--- src/rtl/alu_pkg.sv ---
package alu_pkg;

    typedef enum logic [1:0] {
        SEL_AND  = 2'b00,
        SEL_OR   = 2'b01,
        SEL_SUM  = 2'b10,
        SEL_LESS = 2'b11
    } sel_e;

    typedef enum logic [2:0] {
        KIND_AND,
        KIND_OR,
        KIND_ARITH,
        KIND_LESS,
        KIND_NONE
    } kind_e;

    typedef struct packed {
        logic sign;
        logic carry;
        logic ovf;
        logic parity;
        logic aux;
        logic zero;
    } flags_t;

    function automatic kind_e decode_kind(input logic neg, input sel_e sel);
        kind_e k;
        case ({neg, sel})
            {1'b0, SEL_AND}:  k = KIND_AND;
            {1'b0, SEL_OR}:   k = KIND_OR;
            {1'b0, SEL_SUM}:  k = KIND_ARITH;
            {1'b1, SEL_SUM}:  k = KIND_ARITH;
            {1'b1, SEL_LESS}: k = KIND_LESS;
            default:          k = KIND_NONE;
        endcase
        return k;
    endfunction

    function automatic logic kind_is_arith(input kind_e k);
        return (k == KIND_ARITH) || (k == KIND_LESS);
    endfunction

endpackage

--- src/rtl/alu_ripple_adder.sv ---
module alu_ripple_adder #(
    parameter int WIDTH    = 8,
    parameter int NIBBLE_W = 4
) (
    input  logic [WIDTH-1:0] x,
    input  logic [WIDTH-1:0] y,
    input  logic             cin,
    output logic [WIDTH-1:0] sum,
    output logic             c_msb_in,
    output logic             c_out,
    output logic             c_nib
);
    logic [WIDTH:0] c;
    assign c[0] = cin;

    for (genvar i = 0; i < WIDTH; i++) begin : g_bit
        logic p;
        assign p        = x[i] ^ y[i];
        assign sum[i]   = p ^ c[i];
        assign c[i+1]   = (x[i] & y[i]) | (p & c[i]);
    end

    assign c_out    = c[WIDTH];
    assign c_msb_in = c[WIDTH-1];
    assign c_nib    = c[NIBBLE_W];

endmodule

--- src/rtl/alu_bitwise.sv ---
module alu_bitwise #(
    parameter int WIDTH = 8
) (
    input  logic [WIDTH-1:0] x,
    input  logic [WIDTH-1:0] y,
    input  logic             use_or,
    output logic [WIDTH-1:0] out
);
    always_comb begin
        if (use_or) out = x | y;
        else        out = x & y;
    end
endmodule

--- src/rtl/alu_status.sv ---
module alu_status
    import alu_pkg::*;
#(
    parameter int WIDTH = 8
) (
    input  logic [WIDTH-1:0] res,
    input  logic             arith_en,
    input  logic             c_out,
    input  logic             c_msb_in,
    input  logic             c_nib,
    output flags_t           flags
);
    always_comb begin
        flags.sign   = res[WIDTH-1];
        flags.parity = ~^res;
        flags.zero   = ~|res;
        flags.carry  = arith_en & c_out;
        flags.ovf    = arith_en & (c_out ^ c_msb_in);
        flags.aux    = arith_en & c_nib;
    end
endmodule

--- src/rtl/alu_flagged.sv ---
module alu_flagged
    import alu_pkg::*;
#(
    parameter int WIDTH    = 8,
    parameter int NIBBLE_W = 4
) (
    input  logic [WIDTH-1:0] opa,
    input  logic [WIDTH-1:0] opb,
    input  logic             negate,
    input  logic [1:0]       op_sel,
    output logic [WIDTH-1:0] result,
    output logic             zero,
    output logic             flag_sign,
    output logic             flag_carry,
    output logic             flag_ovf,
    output logic             flag_parity,
    output logic             flag_aux,
    output logic             flag_zero
);
    localparam int MSB = WIDTH - 1;

    kind_e            kind;
    logic [WIDTH-1:0] b_eff;
    logic [WIDTH-1:0] sum;
    logic [WIDTH-1:0] logic_out;
    logic             c_out, c_msb_in, c_nib;
    logic             less;
    flags_t           flags;

    assign kind  = decode_kind(negate, sel_e'(op_sel));
    assign b_eff = negate ? ~opb : opb;

    alu_ripple_adder #(.WIDTH(WIDTH), .NIBBLE_W(NIBBLE_W)) u_adder (
        .x(opa), .y(b_eff), .cin(negate),
        .sum(sum), .c_msb_in(c_msb_in), .c_out(c_out), .c_nib(c_nib)
    );

    alu_bitwise #(.WIDTH(WIDTH)) u_bitwise (
        .x(opa), .y(opb), .use_or(kind == KIND_OR), .out(logic_out)
    );

    // signed less: sign of difference corrected by overflow
    assign less = sum[MSB] ^ (c_out ^ c_msb_in);

    always_comb begin
        case (kind)
            KIND_AND, KIND_OR: result = logic_out;
            KIND_ARITH:        result = sum;
            KIND_LESS:         result = {{(WIDTH-1){1'b0}}, less};
            default:           result = '0;
        endcase
    end

    alu_status #(.WIDTH(WIDTH)) u_status (
        .res(result), .arith_en(kind_is_arith(kind)),
        .c_out(c_out), .c_msb_in(c_msb_in), .c_nib(c_nib), .flags(flags)
    );

    assign zero        = flags.zero;
    assign flag_sign   = flags.sign;
    assign flag_carry  = flags.carry;
    assign flag_ovf    = flags.ovf;
    assign flag_parity = flags.parity;
    assign flag_aux    = flags.aux;
    assign flag_zero   = flags.zero;

    always_comb begin
        assert_zero_R9: assert (zero == (result == '0))
            else $error("zero output disagrees with result");
        if (kind == KIND_AND || kind == KIND_OR)
            assert_logic_noarith_R1: assert (!flag_carry && !flag_ovf && !flag_aux)
                else $error("arithmetic flag set on logic op");
        if (kind == KIND_NONE)
            assert_reserved_R10: assert (result == '0 && !flag_carry && !flag_ovf && !flag_aux)
                else $error("reserved code produced output");
        if (kind == KIND_LESS)
            assert_less_shape_R5: assert (result[MSB:1] == '0)
                else $error("less-than result has upper bits");
        if (negate && op_sel == 2'b10 && opa == opb)
            assert_sub_equal_R4: assert (zero && flag_carry)
                else $error("equal subtract not zero with carry");
        if (!negate && op_sel == 2'b10 && opa[MSB] != opb[MSB])
            assert_no_overflow_R6: assert (!flag_ovf)
                else $error("overflow on mixed-sign add");
    end

endmodule

--- config.mk ---
export PLATFORM = sky130hd
export DESIGN_NAME = alu_flagged
export DESIGN_NICKNAME = d
export VERILOG_FILES = /design/src/rtl/alu_pkg.sv /design/src/rtl/alu_ripple_adder.sv /design/src/rtl/alu_bitwise.sv /design/src/rtl/alu_status.sv /design/src/rtl/alu_flagged.sv
export SDC_FILE = /design/constraint.sdc
export NUM_CORES = 1
export LEC_CHECK = 0
export BUFFER_PORTS_ARGS = -buffer_cell sky130_fd_sc_hd__buf_4
export CAP_MARGIN = 15
export CORE_MARGIN = 2
export CORE_UTILIZATION = 35
export DETAILED_ROUTE_END_ITERATION = 16
export PLACE_DENSITY = 0.75
export SYNTH_ARGS = -nofsm -noshare
export SYNTH_HDL_FRONTEND = slang
export SYNTH_SLANG_ARGS = --single-unit
--- constraint.sdc ---
create_clock -name vclk -period 5.86
set_clock_uncertainty 0.1 [all_clocks]
set_input_delay 0.879 -clock vclk [all_inputs]
set_output_delay 0.879 -clock vclk [all_outputs]
set_load 0.05 [all_outputs]
==> summary.txt, run 1 <==
Timing
  – Actual slew at the worst max-slew pin: 0.357 ns
  – Highest Clock Rate: 172 MHz
  – Max_slew headroom: 76.2%
  – Final setup TNS: 0 ns
  – Final worst path period share: 99.0%
  – Fin. Hold Viols: 0
  – Tmin final: 5.80 ns
  – Final hold slack: 2.12 ns
  – Final setup vio count: 0
  – Slew Limit Fails: 0
  – RSZ-0062 raised after global routing: yes

Cells and area
  – # diodes: 0
  – Layout cell share with drive strength beyond 1: 64.9%
  – Design area: 1050 µm²
  – Layout net count: 146
  – Final Core Density: 55.3%
  – Register area: 0 µm²
  – Area of the multi-input gates: 646 µm²
  – Area Overhead vs Synth: 53.0%
  – Clkbuf count: 0
  – Layout Cells excl Fill: 138
  – Seq_cells: 0
  – Fillers: 180

Die
  – Rows: 16
  – Die width: 48.3 µm
  – Die ar.: 2330 µm²
  – Die height: 48.3 µm
  – Io pins: 34
  – Initial Util: 36.1%
  – CORE AREA: 1900 µm²

Route
  – DR iter-0 viols: 1
  – Vias per std cell: 4.64
  – Vias: 641
  – Antenna Violating Nets Remaining: 0
  – Pre-antenna DRT Iters: 2
  – Final WL: 1.59 mm
  – # DRC: 0
  – Avg WL per Cell: 11.5 µm

Yosys
  – Netlist cell types: 25
  – Post-synth top area cell: fa_1
  – Post-Syn Nets: 108
  – Top cells by area, synth: fa_1 (23%), a22oi_2 (11%), ha_1 (11%)
  – Ys Warns: 0
  – Synth top area share: 23.3%
  – Post-Syn Area: 687 µm²
  – Post-Syn Instances: 75
  – Synth top cells by count: inv_1 (9), fa_1 (8), xor2_1 (7)
  – Register area share after synthesis: 0%
  – Most frequent cell after synthesis: inv_1
  – Syn_area_per_cell: 9.16 µm²

Setup path
  – Kind of end point of the critical path: output pin
  – Worst-path fanout max: 2
  – Arrival time worst endpoint: 4.82 ns
  – Startpoint Class: input port
  – Crit Path Class: in2out
  – Critical path required time: 4.88 ns

Global routing
  – First-pass GRT wire length: 2.93 mm
  – Number of global-route vias before repair: 688
  – Antenna violations before repair: 0
  – Grt ovf: 0
  – Pin count of the biggest net entering global routing: 13
  – Total track usage: 15.0%

Place
  – # placed instances: 138
  – Dpl hpwl: 1.42 mm
  – Placed Instance Area: 1030 µm²
  – Placer Congestion: 0.858
  – Number of port buffers: 34

Power
  – Maximum vdd drop: 0.179 mV
  – Pleak: 0.000514 µW
  – Pwr/cell area: 221 nW/µm²

Hold path
  – Hold endpoint: result[6]
  – Min-Delay Path Class: in2out
  – Hold path depth: 4
  – Hold_sp: op_sel[1]

Outcome
  – Status: finished clean

CTS
  – Setup bufs post-CTS: 0

Run
  – Maxcap violations: 0
worst max-delay path by stage:
stage / startpoint / to / cells past startpoint
floorplan: negate / zero / 15
global placement: opb[0] / flag_parity / 16
detailed placement: opb[0] / flag_parity / 16
CTS: opb[0] / flag_parity / 16
global route: opb[0] / flag_parity / 16
finish: opb[0] / flag_parity / 16
logic make-up after synthesis:
group                    Yosys count  share of synthesized area (%)
AO/OA/AOI/OAI                     10                           14.6
XOR/XNOR                          11                           14.0
adder cells (fa/ha/maj)           21                           45.5
buffers and inverters             19                           13.8
multiplexers                       1                           1.64
AND/OR/NAND/NOR                   13                           10.4
where the power goes:
| part | total [µW] | switching, µW | internal [µW] | leakage, µW |
|---|---|---|---|---|
| sequential | 0 | 0 | 0 | 0 |
| combinational | 233 | 133 | 99.3 | 0.000514 |
| clock | 0 | 0 | 0 | 0 |
| total | 233 | 133 | 99.3 | 0.000514 |
layer usage:
metal  up-vias  track usage (%)  share of wire [%]
li1        314                -                  -
met1       309             18.6                 39
met2        18             30.6                 57
met3         0            0.309                3.5
met4         0                0                  0
met5         -                0                  0
through the flow:
stage	setup slack [ns]	total power, µW
2_1_floorplan	0.00300	167
3_3_place_gp	-0.0773	219
3_5_place_dp	-0.116	224
4_1_cts	-0.00730	232
5_1_grt	-0.0683	250
6_report	0.0591	233
cell usage in the layout, fill, tap and decap left out:
master and count:
maj3_2 6, xnor2_4 1, inv_1 7, nor2_1 3
fa_2 6, buf_6 3, nand3_1 1, buf_4 38
o21ai_0 1, nand2_1 4, xor2_1 7, xnor2_2 2
ha_1 6, xnor2_1 1, and3_1 1, a22oi_2 6
and4_2 1, inv_2 7, maj3_1 1, and2b_1 1
nand4_1 1, o21a_1 1, o21ai_1 1, mux2_4 1
fa_1 2, o211ai_1 1, nor2_4 1
critical path: stages:
cell	delay, ns
buf_6	0.10
mux2_4	0.29
fa_2	0.34
fa_2	0.34
fa_2	0.37
fa_2	0.35
fa_2	0.34
inv_2	0.07
fa_2	0.22
inv_2	0.04
fa_1	0.45
a22oi_2	0.20
ha_1	0.28
xnor2_2	0.23
xnor2_4	0.14
buf_6	0.17
what timing repair did:
action,in CTS,in global routing
gates resized for setup,6,1
endpoints found under the setup margin,1,1
pin swaps,2,1
hold buffers,0,0
final cells by class:
cell class	count	share of cell area [%]
Multi-Input combinational cell	56	61.4
Inverter	14	5.00
Timing Repair Buffer	41	30.4
Tap cell	27	3.21
(Power assumes the default switching activity.)
==> run 2: changes to the inputs <==
--- a/config.mk
+++ b/config.mk
@@ -10,7 +10,8 @@
 export CORE_MARGIN = 2
 export CORE_UTILIZATION = 35
 export DETAILED_ROUTE_END_ITERATION = 16
-export PLACE_DENSITY = 0.75
+export PLACE_DENSITY = 0.74
 export SYNTH_ARGS = -nofsm -noshare
 export SYNTH_HDL_FRONTEND = slang
+export SYNTH_HIERARCHICAL = 1
 export SYNTH_SLANG_ARGS = --single-unit
==> run 2 against run 1 <==
  * The run now ends with negative setup slack left
  * Global-route usage down 0.51 points
  * Die area up 5.2%
  * Final area up 15%
  * Core utilization up 6.3 points
  * Highest routed layer unchanged
==> summary.txt, run 2 <==
Timing
  – Final setup vio count: 3 (+3)
  – Tmin final: 6.10 ns (+0.300 ns)
  – Actual slew at the worst max-slew pin: 0.726 ns (+0.370 ns)
  – Fin. Hold Viols: 0 (unchanged)
  – Slew Limit Fails: 0 (unchanged)
  – Setup ws final: -0.241 ns (-0.300 ns)
  – Max_slew headroom: 51.4% (-25 points)
  – Final worst path period share: 104% (+5.1 points)
  – RSZ-0062 raised after global routing: yes
  – Final setup TNS: -0.277 ns (-0.277 ns)
  – Highest Clock Rate: 164 MHz (-4.9%)

Power
  – Reg power frac: 0% (unchanged)
  – Pwr/cell area: 239 nW/µm² (+8.1%)
  – Maximum vdd drop: 0.195 mV (+8.9%)
  – Pleak: 0.000628 µW (+22%)
  – Sw Pwr: 155 µW (+16%)
  – Sw Ratio: 53.7% (-3.6 points)
  – Overall Power: 289 µW (+24%)
  – Clk network pwr share: 0% (unchanged)
  – Combinational share of power: 100.0% (about the same)
  – Internal: 134 µW (+35%)

Place
  – Dpl hpwl: 1.47 mm (+3.5%)
  – Placer Congestion: 0.703 (-18%)
  – # placed instances: 150 (+8.7%)
  – Number of port buffers: 34 (unchanged)

CTS
  – Cts-stage hold buffer count: 0 (unchanged)

Yosys
  – Adder-Cell Fraction of Synth Area: 41.4% (-4.2 points)
  – Post-Syn Area: 726 µm² (+5.6%)
  – Register area share after synthesis: 0% (unchanged)
  – Compound-Gate Fraction of Synth Area: 12.6% (-2.0 points)
  – Most frequent cell after synthesis: inv_1
  – Synth Area in Simple Gates: 8.97% (-1.4 points)
  – Synth top cells by count: inv_1 (27), xor2_1 (10), fa_1 (8), maj3_2 (8), a22o_1 (7)
  – Netlist cell types: 19 (-24%)
  – Largest family of logic cells by synthesized area: adder cells
  – Post-synthesis mux area share: 0% (-1.6 points)
  – Synth Area in XOR/XNOR: 16.9% (+2.9 points)
  – Post-Syn Nets: 116 (+7.4%)
  – Syn_area_per_cell: 8.54 µm² (-6.8%)
  – Synth top area share: 22.1% (-1.2 points)
  – Ys Warns: 6 (+6)
  – Top cells by area, synth: fa_1 (22%), inv_1 (14%), maj3_2 (12%)
  – Post-Syn Instances: 85 (+13%)
  – Post-synth top area cell: fa_1

Hold path
  – Hold_sp: op_sel[1]
  – Min-Delay Path Class: in2out
  – Hold endpoint: flag_aux
  – Hold path depth: 4 (unchanged)

Cells and area
  – Layout net count: 163 (+12%)
  – Clkbuf count: 0 (unchanged)
  – Fillers: 211 (+17%)
  – Seq_cells: 0 (unchanged)
  – Final Core Density: 61.6% (+6.3 points)
  – Commonest non-fill, non-tap cell in the layout: buf_4
  – Register area: 0 µm² (unchanged)
  – Most frequent cells in the layout: buf_4 (43), inv_1 (21), xor2_1 (10)
  – # diodes: 0 (unchanged)
  – Layout Cells excl Fill: 157 (+14%)
  – Area of the multi-input gates: 657 µm² (+1.7%)
  – Area Overhead vs Synth: 66.6%
  – Layout cell share with drive strength beyond 1: 61.5% (-3.3 points)

Run
  – Maxcap violations: 0 (unchanged)

Global routing
  – Antenna violations before repair: 0 (unchanged)
  – Pin count of the biggest net entering global routing: 9 (-4)
  – Total track usage: 14.5% (-0.51 points)
  – Number of global-route vias before repair: 747 (+8.6%)
  – Grt ovf: 0 (unchanged)
  – First-pass GRT wire length: 2.93 mm (-0.24%)

Route
  – Antenna Violating Nets Remaining: 0 (unchanged)
  – Vias: 695 (+8.4%)
  – DR iter-0 viols: 2 (+1)
  – Pre-antenna DRT Iters: 3 (+1)
  – Avg WL per Cell: 11.3 µm (-2.0%)
  – Vias per std cell: 4.43 (-4.7%)
  – # DRC: 0 (unchanged)
  – Final WL: 1.77 mm (+11%)

Die
  – Die width: 49.5 µm (+2.6%)
  – Rows: 16 (unchanged)
  – Die height: 49.5 µm (+2.6%)
  – Io pins: 34 (unchanged)
  – Die ar.: 2450 µm² (+5.2%)
  – CORE AREA: 1960 µm² (+3.2%)
  – Initial Util: 37.0% (+0.87 points)

Outcome
  – Failing checks: negative setup slack
  – Status: finished with violations

Setup path
  – Startpoint Class: input port
  – Worst-path fanout max: 2 (unchanged)
  – Arrival time worst endpoint: 5.12 ns (+0.30 ns)
  – Kind of end point of the critical path: output pin
  – Critical path required time: 4.88 ns (about the same)
  – Crit Path Class: in2out
-- run 2: critical path: stages --
cell,delay (ns)
buf_6,0.09
xor2_1,0.13
inv_1,0.07
fa_2,0.34
inv_2,0.07
fa_2,0.19
fa_2,0.19
inv_2,0.04
fa_2,0.36
fa_2,0.34
inv_2,0.06
fa_2,0.18
inv_2,0.04
fa_2,0.34
inv_2,0.07
fa_1,0.44
xor2_1,0.17
xnor2_1,0.16
o21ai_4,0.15
inv_2,0.07
ha_4,0.29
xnor2_4,0.14
xnor2_4,0.14
buf_6,0.17
-- run 2: power groups by stage --
stage               combinational, µW  sequential (µW)  clock, µW
finish                            289                0          0
global route                      306                0          0
CTS                               283                0          0
detailed placement                266                0          0
global placement                  259                0          0
floorplan                         202                0          0
-- run 2: repair_timing --
item | CTS | global route
pin swaps | 1 | 0
setup buffers | 4 | 3
setup endpoints to repair | 3 | 4
gates resized for setup | 9 | 4
-- run 2: per-stage QoR --
stage	hold slack, ns	setup WS, ns	cell area [µm²]
detailed placement	2.21	-0.294	1110
global placement	2.20	-0.234	1110
CTS	2.22	-0.238	1170
global route	2.26	-0.429	1210
finish	2.21	-0.241	1210
floorplan	1.89	-0.390	821
-- run 2: cell type report --
| type | instances | share of cell area [%] |
|---|---|---|
| Tap cell | 27 | 2.80 |
| Timing Repair Buffer | 50 | 34.5 |
| Inverter | 27 | 8.39 |
| Multi-Input combinational cell | 53 | 54.3 |
-- run 2: how the worst max path moves through the flow --
| stage | start | to | depth (start not counted) |
|---|---|---|---|
| after floorplan | negate | flag_parity | 23 |
| final | opb[0] | flag_parity | 24 |
| after global routing | opb[0] | flag_parity | 24 |
| after CTS | opb[0] | flag_parity | 24 |
| after detailed placement | opb[0] | flag_parity | 24 |
| after global placement | opb[0] | flag_parity | 24 |
-- run 2: cells by family (layout without fill, tap and decap cells) --
family | Yosys count | after routing
fa+ha+maj | 20 | 20
xor+xnor | 14 | 14
compound gates | 9 | 9
buf+inv | 32 | 77
simple gates | 10 | 10
-- run 2: layer usage --
metal | part of all wire [%] | GRT usage [%] | up-vias
li1 | - | - | 346
met3 | 3.6 | 0 | 0
met2 | 60 | 32.9 | 18
met1 | 36 | 15.0 | 331
met5 | 0 | 0 | -
met4 | 0 | 0 | 0
==> run 3: changes to the inputs <==
--- a/config.mk
+++ b/config.mk
@@ -8,9 +8,9 @@
 export BUFFER_PORTS_ARGS = -buffer_cell sky130_fd_sc_hd__buf_4
 export CAP_MARGIN = 15
 export CORE_MARGIN = 2
-export CORE_UTILIZATION = 35
+export CORE_UTILIZATION = 40
 export DETAILED_ROUTE_END_ITERATION = 16
-export PLACE_DENSITY = 0.74
+export PLACE_DENSITY = 0.82
 export SYNTH_ARGS = -nofsm -noshare
 export SYNTH_HDL_FRONTEND = slang
 export SYNTH_HIERARCHICAL = 1
==> run 3 against run 2 <==
  * The flow still finishes with violations (negative setup slack)
  * Wire length is 0.40% higher
  * Global-route usage is 4.8 points higher
  * Worst setup slack worse by 0.059 ns
  * Flip-flop and latch count stayed put
  * Final cell count is 5.1% lower
  * Worst hold slack better by 0.00089 ns
  * Die area is 12% lower
==> summary.txt, run 3 (same netlist as run 2, synthesis figures left out) <==
Outcome
  – Status: finished with violations
  – Failing checks: negative setup slack

Setup path
  – CP cell instances: buf_6 > xor2_1 > inv_1 > fa_2 > inv_2 > fa_2 > fa_2 > inv_2 > fa_2 > fa_2 > inv_2 > fa_2 > inv_2 > fa_2 > inv_2 > fa_1 > xor2_1 > xnor2_1 > o21ai_4 > inv_2 > ha_4 > xnor2_4 > xnor2_4 > buf_6
  – Kind of end point of the critical path: output pin
  – Max stage delay on crit path: 0.45 ns (about the same)
  – CP max stage cell: fa_1
  – Critical path required time: 4.88 ns (about the same)
  – Crit Path Class: in2out
  – Worst Setup SP: opb[0]
  – Crit path buf inv count: 9 (unchanged)
  – Crit-path most repeated cell: fa_2
  – Arrival time worst endpoint: 5.18 ns (+0.06 ns)
  – Startpoint Class: input port
  – Worst-path fanout max: 2 (unchanged)
  – Critical path's top delay family: adder cells

Global routing
  – Total track usage: 19.3% (+4.8 points)
  – Number of global-route vias before repair: 726 (-2.8%)
  – Grt ovf: 0 (unchanged)
  – Pin count of the biggest net entering global routing: 9 (unchanged)
  – Antenna violations before repair: 0 (unchanged)
  – First-pass GRT wire length: 3.03 mm (+3.6%)

Cells and area
  – Most frequent cells in the layout: buf_4 (39), inv_1 (21), xor2_1 (10)
  – Layout cell share with drive strength beyond 1: 59.7% (-1.9 points)
  – Area of the multi-input gates: 657 µm² (unchanged)
  – Seq_cells: 0 (unchanged)
  – Area Overhead vs Synth: 57.9%
  – Design area: 1150 µm² (-5.2%)
  – Layout net count: 157 (-3.7%)
  – Final Core Density: 67.1% (+5.5 points)
  – Fillers: 138 (-35%)
  – Clkbuf count: 0 (unchanged)
  – # diodes: 0 (unchanged)
  – Commonest non-fill, non-tap cell in the layout: buf_4
  – Register area: 0 µm² (unchanged)

Power
  – Pwr/cell area: 239 nW/µm² (about the same)
  – Pleak: 0.000594 µW (-5.4%)
  – Maximum vdd drop: 0.173 mV (-11%)
  – Overall Power: 274 µW (-5.1%)

Die
  – Die width: 46.6 µm (-5.9%)
  – Die height: 46.6 µm (-5.9%)
  – Die ar.: 2170 µm² (-12%)
  – CORE AREA: 1710 µm² (-13%)
  – Io pins: 34 (unchanged)
  – Initial Util: 42.5% (+5.5 points)
  – Rows: 15 (-1)

Timing
  – Final worst path period share: 105% (+1.0 points)
  – Highest Clock Rate: 162 MHz (-0.96%)
  – RSZ-0062 raised after global routing: yes
  – Final setup TNS: -0.439 ns (-0.161 ns)
  – Fin. Hold Viols: 0 (unchanged)
  – Max_slew headroom: 51.7% (+0.29 points)
  – Final setup vio count: 3 (unchanged)
  – Setup ws final: -0.300 ns (-0.0593 ns)
  – Slew Limit Fails: 0 (unchanged)
  – Tmin final: 6.16 ns (+0.0593 ns)
  – Actual slew at the worst max-slew pin: 0.722 ns (-0.00440 ns)

Route
  – # DRC: 0 (unchanged)
  – Pre-antenna DRT Iters: 6 (+3)
  – Final WL: 1.78 mm (+0.40%)
  – Vias: 678 (-2.4%)
  – Avg WL per Cell: 11.9 µm (+5.8%)
  – DR iter-0 viols: 2 (unchanged)
  – Antenna Violating Nets Remaining: 0 (unchanged)
  – Vias per std cell: 4.55 (+2.8%)

Place
  – Number of port buffers: 34 (unchanged)
  – Placer Congestion: 0.727 (+3.5%)
  – Placed Instance Area: 1090 µm² (-1.6%)
  – Dpl hpwl: 1.59 mm (+8.6%)

Hold path
  – Min-Delay Path Class: in2out
  – Hold_sp: op_sel[1]

Run
  – Maxcap violations: 0 (unchanged)
## run 3: changes by cell type in the layout (fill, tap and decap cells not counted)
cell,before,now
buf_4,43,39
buf_8,4,2
## run 3: metal layers
| metal | global-route usage (%) | vias up | wire (µm) |
|---|---|---|---|
| li1 | - | 334 | - |
| met1 | 21.5 | 318 | 674 |
| met2 | 41.4 | 24 | 1010 |
| met3 | 0.392 | 2 | 81 |
| met4 | 0 | 0 | 12 |
| met5 | 0 | - | 0 |
## run 3: path summary, 6_finish.rpt
path              slack (ns)          end  cells after the start
hold / removal          2.21     flag_ovf                      4
setup / recovery       -0.30  flag_parity                     24
## run 3: layout make-up
| type | instances | area share, % |
|---|---|---|
| Inverter | 27 | 8.84 |
| Multi-Input combinational cell | 53 | 57.3 |
| Tap cell | 25 | 2.73 |
| Timing Repair Buffer | 44 | 31.1 |
## run 3: timing repair
item | 4_1_cts | 5_1_grt
hold buffers | 0 | 0
setup endpoints to repair | 3 | 3
resized for setup | 9 | 0
buffers inserted | 2 | 1
pin swaps | 1 | 0
## run 3: power by group
part / total, µW / internal, µW / switching [µW]
clock network: 0 / 0 / 0
registers: 0 / 0 / 0
logic: 274 / 121 / 154
## run 3: metrics by stage
step	setup WS, ns	cells	hold slack [ns]
2_1_floorplan	-0.390	85	1.89
3_3_place_gp	-0.230	146	2.20
3_5_place_dp	-0.393	146	2.22
4_1_cts	-0.320	148	2.22
5_1_grt	-0.510	149	2.25
6_report	-0.300	149	2.21
